## src/rtl/fdf_pkg.sv

```systemverilog
package fdf_pkg;
    typedef enum logic [2:0] {
        ST_IDLE  = 3'd0,
        ST_SCAN  = 3'd1,
        ST_REQ   = 3'd2,
        ST_WAIT  = 3'd3,
        ST_CHECK = 3'd4
    } fstate_e;

    localparam logic [31:0] DESC_KEEP = 32'hFFFF_FFF0;
    localparam logic [31:0] BR_KEEP   = 32'hFFFF_FFF3;
    localparam int BR_GO   = 0;
    localparam int BR_IRQ  = 1;
    localparam int CMD_EOF = 21;
    localparam int CMD_SOF = 22;
    localparam int CMD_PAL = 26;
    localparam int LEN_W   = 21;
endpackage

```

## src/rtl/fdf_win_chk.sv

```systemverilog
module fdf_win_chk #(
    parameter logic [31:0] B0 = 32'h0000_4000,
    parameter logic [31:0] S0 = 32'h0000_4000,
    parameter logic [31:0] B1 = 32'hA000_0000,
    parameter logic [31:0] S1 = 32'h0010_0000,
    parameter int          SPAN = 16
) (
    input  logic [31:0] addr,
    output logic        ok
);
    localparam logic [32:0] LO0 = {1'b0, B0};
    localparam logic [32:0] HI0 = {1'b0, B0} + {1'b0, S0};
    localparam logic [32:0] LO1 = {1'b0, B1};
    localparam logic [32:0] HI1 = {1'b0, B1} + {1'b0, S1};

    logic [32:0] lo_a, hi_a;
    assign lo_a = {1'b0, addr};
    assign hi_a = lo_a + 33'(SPAN);
    assign ok = (lo_a >= LO0 && hi_a <= HI0) || (lo_a >= LO1 && hi_a <= HI1);
endmodule

```

## src/rtl/fdf_pick.sv

```systemverilog
module fdf_pick #(
    parameter int NCH = 7,
    parameter int CW  = $clog2(NCH)
) (
    input  logic [NCH-1:0] mask,
    input  logic [CW:0]    from,
    output logic           found,
    output logic [CW-1:0]  idx
);
    always_comb begin
        found = 1'b0;
        idx   = '0;
        for (int i = NCH - 1; i >= 0; i--) begin
            if (mask[i] && (i >= int'(from))) begin
                found = 1'b1;
                idx   = CW'(i);
            end
        end
    end
endmodule

```

## src/rtl/frame_desc_fetch.sv

```systemverilog
module frame_desc_fetch
    import fdf_pkg::*;
#(
    parameter int          NCH     = 7,
    parameter logic [31:0] W0_BASE = 32'h0000_4000,
    parameter logic [31:0] W0_SIZE = 32'h0000_4000,
    parameter logic [31:0] W1_BASE = 32'hA000_0000,
    parameter logic [31:0] W1_SIZE = 32'h0010_0000
) (
    input  logic                    clk,
    input  logic                    rst_n,
    input  logic                    frame_start,
    input  logic [NCH-1:0]          chan_en,
    input  logic                    wr_en,
    input  logic                    wr_sel,
    input  logic [$clog2(NCH)-1:0]  wr_chan,
    input  logic [31:0]             wr_data,
    output logic                    mem_req_valid,
    input  logic                    mem_req_ready,
    output logic [31:0]             mem_req_addr,
    input  logic                    mem_rsp_valid,
    input  logic [31:0]             mem_rsp_data,
    output logic                    done,
    output logic [NCH-1:0]          branch_evt,
    output logic [NCH-1:0]          bus_err_evt,
    output logic [31:0]             err_word,
    output logic [NCH*32-1:0]       ch_desc,
    output logic [NCH*32-1:0]       ch_branch,
    output logic [NCH*32-1:0]       ch_src,
    output logic [NCH*32-1:0]       ch_id,
    output logic [NCH*32-1:0]       ch_cmd,
    output logic [NCH*LEN_W-1:0]    ch_len,
    output logic [NCH-1:0]          ch_pal,
    output logic [NCH-1:0]          ch_sof_ie,
    output logic [NCH-1:0]          ch_eof_ie
);
    localparam int CW = $clog2(NCH);

    typedef struct packed {
        fstate_e                st;
        logic [CW-1:0]          cur;
        logic [CW:0]            from;
        logic [1:0]             word;
        logic [31:0]            base;
        logic [NCH-1:0][31:0]   desc;
        logic [NCH-1:0][31:0]   br;
        logic [NCH-1:0][31:0]   src;
        logic [NCH-1:0][31:0]   id;
        logic [NCH-1:0][31:0]   cmd;
        logic [NCH-1:0]         brev;
        logic [NCH-1:0]         berr;
        logic [2:0]             errch;
        logic                   done;
    } regs_t;

    regs_t d, q;

    logic          pick_found;
    logic [CW-1:0] pick_idx;
    logic [31:0]   pick_addr;
    logic          desc_ok, src_ok;
    logic          wr_hit;

    fdf_pick #(.NCH(NCH), .CW(CW)) u_pick (
        .mask (chan_en),
        .from (q.from),
        .found(pick_found),
        .idx  (pick_idx)
    );

    assign pick_addr = q.br[pick_idx][BR_GO] ? (q.br[pick_idx] & DESC_KEEP)
                                             : q.desc[pick_idx];

    fdf_win_chk #(.B0(W0_BASE), .S0(W0_SIZE), .B1(W1_BASE), .S1(W1_SIZE),
                  .SPAN(16)) u_desc_win (
        .addr(pick_addr),
        .ok  (desc_ok)
    );

    fdf_win_chk #(.B0(W0_BASE), .S0(W0_SIZE), .B1(W1_BASE), .S1(W1_SIZE),
                  .SPAN(1)) u_src_win (
        .addr(q.src[q.cur]),
        .ok  (src_ok)
    );

    assign wr_hit = wr_en && (int'(wr_chan) < NCH);

    always_comb begin
        d      = q;
        d.brev = '0;
        d.berr = '0;
        d.done = 1'b0;
        unique case (q.st)
            ST_IDLE: begin
                if (frame_start) begin
                    d.src  = '0;
                    d.from = '0;
                    d.st   = ST_SCAN;
                end
            end
            ST_SCAN: begin
                if (!pick_found) begin
                    d.done = 1'b1;
                    d.st   = ST_IDLE;
                end else begin
                    d.cur  = pick_idx;
                    d.from = {1'b0, pick_idx} + 1'b1;
                    if (q.br[pick_idx][BR_GO]) begin
                        d.br[pick_idx][BR_GO] = 1'b0;
                        d.brev[pick_idx]      = q.br[pick_idx][BR_IRQ];
                    end
                    if (!desc_ok) begin
                        d.berr[pick_idx] = 1'b1;
                        d.errch          = 3'(pick_idx);
                    end else begin
                        d.base = pick_addr;
                        d.word = 2'd0;
                        d.st   = ST_REQ;
                    end
                end
            end
            ST_REQ: begin
                if (mem_req_ready) d.st = ST_WAIT;
            end
            ST_WAIT: begin
                if (mem_rsp_valid) begin
                    unique case (q.word)
                        2'd0: d.desc[q.cur] = mem_rsp_data & DESC_KEEP;
                        2'd1: d.src[q.cur]  = mem_rsp_data;
                        2'd2: d.id[q.cur]   = mem_rsp_data;
                        default: d.cmd[q.cur] = mem_rsp_data;
                    endcase
                    if (q.word == 2'd3) begin
                        d.st = ST_CHECK;
                    end else begin
                        d.word = q.word + 2'd1;
                        d.st   = ST_REQ;
                    end
                end
            end
            ST_CHECK: begin
                if ((q.src[q.cur] == 32'd0) || !src_ok) begin
                    d.berr[q.cur] = 1'b1;
                    d.errch       = 3'(q.cur);
                end
                d.st = ST_SCAN;
            end
            default: d.st = ST_IDLE;
        endcase
        // software writes win over the engine's update of the same register
        if (wr_hit) begin
            if (wr_sel) d.br[wr_chan]   = wr_data & BR_KEEP;
            else        d.desc[wr_chan] = wr_data & DESC_KEEP;
        end
    end

    always_ff @(posedge clk or negedge rst_n) begin
        if (!rst_n) q <= '0;
        else        q <= d;
    end

    assign mem_req_valid = (q.st == ST_REQ);
    assign mem_req_addr  = q.base + {28'd0, q.word, 2'b00};
    assign done          = q.done;
    assign branch_evt    = q.brev;
    assign bus_err_evt   = q.berr;
    assign err_word      = {1'b0, q.errch, 28'd0};
    assign ch_desc       = q.desc;
    assign ch_branch     = q.br;
    assign ch_src        = q.src;
    assign ch_id         = q.id;
    assign ch_cmd        = q.cmd;

    for (genvar g = 0; g < NCH; g++) begin : g_dec
        assign ch_pal[g]    = q.cmd[g][CMD_PAL];
        assign ch_sof_ie[g] = q.cmd[g][CMD_SOF];
        assign ch_eof_ie[g] = q.cmd[g][CMD_EOF];
        assign ch_len[g*LEN_W +: LEN_W] = {q.cmd[g][20:2], 2'b00};


        br_clear_chk: assert property (@(posedge clk) disable iff (!rst_n)
            (branch_evt[g] && !$past(wr_en && wr_sel && (int'(wr_chan) == g)))
            |-> !ch_branch[g*32 + BR_GO]);
    end


    req_hold_chk: assert property (@(posedge clk) disable iff (!rst_n)
        (mem_req_valid && !mem_req_ready) |=> (mem_req_valid && $stable(mem_req_addr)));


    bus_err_onehot_chk: assert property (@(posedge clk) disable iff (!rst_n)
        $onehot0(bus_err_evt));


    branch_onehot_chk: assert property (@(posedge clk) disable iff (!rst_n)
        $onehot0(branch_evt));


    done_pulse_chk: assert property (@(posedge clk) disable iff (!rst_n)
        done |=> !done);


    no_req_in_done_chk: assert property (@(posedge clk) disable iff (!rst_n)
        done |-> !mem_req_valid);
endmodule

```

## config.mk

```make
export PLATFORM = sky130hd
export DESIGN_NAME = frame_desc_fetch
export DESIGN_NICKNAME = d
export VERILOG_FILES = /design/src/rtl/fdf_pkg.sv /design/src/rtl/fdf_win_chk.sv /design/src/rtl/fdf_pick.sv /design/src/rtl/frame_desc_fetch.sv
export SDC_FILE = /design/constraint.sdc
export NUM_CORES = 2
export LEC_CHECK = 0
export ABC_CLOCK_PERIOD_IN_PS = 8000
export BUFFER_PORTS_ARGS = -buffer_cell sky130_fd_sc_hd__buf_2
export CORE_AREA = 2 2 569 571
export CTS_BUF_LIST = sky130_fd_sc_hd__clkbuf_8 sky130_fd_sc_hd__clkbuf_16
export CTS_CLUSTER_SIZE = 12
export DETAILED_ROUTE_END_ITERATION = 12
export DIE_AREA = 0 0 571 573
export GPL_TIMING_DRIVEN = 0
export PLACE_DENSITY_LB_ADDON = 0.12
export SLEW_MARGIN = 30
export SYNTH_ARGS = -nofsm -noshare
export SYNTH_HDL_FRONTEND = slang
export SYNTH_SLANG_ARGS = --single-unit
export TNS_END_PERCENT = 1
```

## constraint.sdc

```tcl
create_clock -name clk -period 8 [get_ports clk]
set_clock_uncertainty 0.2 [all_clocks]
set_input_delay 1.6 -clock clk [delete_from_list [all_inputs] [get_ports clk]]
set_output_delay 1.6 -clock clk [all_outputs]
set_load 0.005 [all_outputs]
```

==> impl_results.md <==
* Pwr per Cell Area at 318 nW/µm²
* Timing-limited maximum frequency at 130 MHz
* Initial core utilization at 19.2%
* Initial antenna violation count at 90
* Vias in the first global route at 50012
* NumNets Final at 7254
* # fillers at 34478
* Cell Count, Final, Fillers Out at 11629
* Cells after Synth at 5546
* Worst slew margin at 23.0%
* Post-Route WL at 389 mm
* Clk slew on worst S/H paths at 60 ps
* Most common cell on crit path: buf_2
* Met2 Resource Use GR at 35.9%
* Ys Warns at 0
* Post-synth EDFFs at 0
* Core ar. at 320000 µm²
* Share of the yosys chip area belonging to registers at 47.6%
* CP max FO at 10
* Global route overflow at 0
* Die area at 327000 µm²
* Sequential standard cell area at 29200 µm²
* Via count at 50539
* Yosys top cell area share at 47.6%
* IO Port Bufs at 1359
* CTS tree: done
* Syn-to-layout area delta at 31.0%
* Async set-reset flop share out of synthesis at 100%
* Area of the multi-input gates at 20600 µm²
* Crit-path slowest cell: buf_1
* Final GP Congestion at 0.922
* Worst Path Required at 8510 ps
* Least-Margin Pin Slew at 1140 ps
* Maximum vdd drop at 169 µV
* Fin area at 80500 µm²
* DP Area at 74800 µm²
* Via density at 4.35
* All-Layer GR Usage at 23.0%
* Hold Path Class: reg2reg
* CTS sink count at 1168
* Clk_lat worst skew at 860 ps
* Setup-failing EPs final at 0
* Synthesized area per cell at 11.1 µm²
* H-tree depth at 4
* Final max-slew violation count at 0
* Final HPWL DP at 309 mm
* # resized after CTS at 0
* Fin crit period at 7700 ps
* DP Worst Slack at -565 ps
* Fin. Hold Viols at 0
* Hold_buf cts at 0
* CP Class: in2reg
* CP Cell Sequence: buf_2, a21boi_2, o21ai_2, buf_4, buf_2, buf_2, buf_1, o211ai_1, nand3_1, o221ai_1, mux2i_2, nand2_2, or3_4, nor3_1, mux2i_1, and3_1, buf_4, nand3_4, buf_6, mux2_4
* Netlist cell types at 95
* Crit end category: flip-flop
* Die Span X at 571 µm
* RSZ-0062 raised after global routing: no
* Met3 Usage GRT at 5.85%
* Wire per inst at 33.5 µm
* ANT nets after route at 0
* Drt drc at 0
* First-pass GRT wire length at 504 mm
* Cells after DPL at 11304
* Mapped cell area at 61400 µm²
* GR Layer Usage met1 at 30.1%
* Worst Reg-to-Reg Cells at 20
* Detailed router's first-iteration violation count at 4358
* Setup slack after layout at 303 ps
* Die height at 573 µm
* Dominant cell type by area after synthesis: dfrtp_1
* Worst endpoint data arrival time at 8200 ps
* Slowest stage delay, CP at 850 ps
* Max cap viols at 0
* Pre-Repair DR Iteration Count at 5
* Status: complete, no violations
* GR peak layer: met2
* Share of layout cells above drive strength 1 at 53.7%
* Hold Path Depth at 1
* Leakage at 43.6 nW
* Critical path launch point type: input pin
* Top FF cell, synth: dfrtp_1
* Post-Route Utilization at 25.1%
* Largest net degree at the start of global routing at 105
* Post-CTS Setup Repair Bufs at 0
* Number of synthesized register bits at 1168
* Dominant cells by area after synthesis: dfrtp_1 (48%), buf_4 (17%), mux2_2 (12%), mux2i_1 (3.8%), a22o_1 (3.4%)
* Root Buffer: clkbuf_16
* CTS max path bufs at 4
* Inserted Clock Buffers at 163
* Commonest non-fill, non-tap cell in the layout: buf_2
* Worst hold margin at 303 ps
* Post-route clock period utilization at 96.2%
* Row Count at 208
* Most frequent cells in the layout: buf_2 (1432), buf_4 (1354), dfrtp_1 (1168), mux2_2 (665), nand2_1 (269)
* Ports at 1449
-- worst paths after layout --
path,startpoint,end,slack (ps)
max in group asynchronous,rst_n,ch_id[46],4220
min in group asynchronous,rst_n,q[1161],470
min reg2reg,ch_id[108],ch_id[108],300
min,ch_id[108],ch_id[108],300
max reg2reg,q[1173],q[1156],710
max,chan_en[2],q[1156],300
-- cell usage after synthesis, drive strengths merged, types with 24 or more instances --
cell type and instances:
nor3 35, o22ai 41, a22o 238, a21oi 147, nand2 271, dfrtp 1168
o21ai 264, mux2 682, xnor2 24, and3 42, mux2i 233, nand3 36
and2 25, o221ai 32, buf 1489, o211ai 29, nor2 222, clkbuf 260
-- state kept, by name (all words and copies together), names as in the netlist --
register	flops
ch_cmd	224
ch_desc	224
ch_id	224
ch_src	224
ch_branch	210
q	44
branch_evt	7
bus_err_evt	7
err_word	3
done	1
-- cell families (layout without fill, tap and decap cells) --
group	after synthesis	count (layout)	share of synthesized area, %
DFF	1168	1168	47.6
other	1	95	0.00611
muxes	919	919	16.6
and+or+nand+nor	731	731	5.48
adders and majority gates	9	9	0.196
xor gates and xnor gates	31	31	0.442
buffers and inverters	1764	3448	19.2
AOI/OAI and AO/OA	923	923	10.5
-- report_power, final --
part           internal, mW  total, mW  switching [mW]  leakage [nW]
sequential             6.70       7.63           0.928          15.6
clock                  4.60       7.72            3.12          2.87
combinational          3.69       10.2            6.51          25.1
total                  15.0       25.5            10.6          43.6
-- critical path, delay by kind of cell --
| kind | cells | cell delay (ps) |
|---|---|---|
| AO/OA/AOI/OAI | 4 | 980 |
| buffers and inverters | 7 | 2660 |
| multiplexers | 3 | 1480 |
| AND/OR/NAND/NOR | 6 | 1400 |
-- through the flow --
stage               power, mW  TNS (ps)
floorplan                12.1         0
global route             26.4         0
CTS                      25.6         0
detailed placement       17.8    -19210
finish                   25.5         0
global placement         17.6         -
-- cell type report --
type / count / share of cell area [%]
tap: 4305 / 6.69
inverter: 15 / 0.0700
sequential: 1168 / 36.3
antenna: 38 / 0.118
multi-input combinational: 2670 / 25.7
timing repair buffer: 1397 / 9.47
clock inverter: 76 / 0.946
buffer: 1749 / 14.8
clock buffer: 211 / 5.96
-- metal layers --
| layer | up-vias | wire [µm] |
|---|---|---|
| li1 | 21223 | - |
| met1 | 26558 | 166000 |
| met2 | 2291 | 176000 |
| met3 | 443 | 30200 |
| met4 | 24 | 17100 |
| met5 | - | 157 |
No activity file was read; power rests on OpenSTA's default activity.
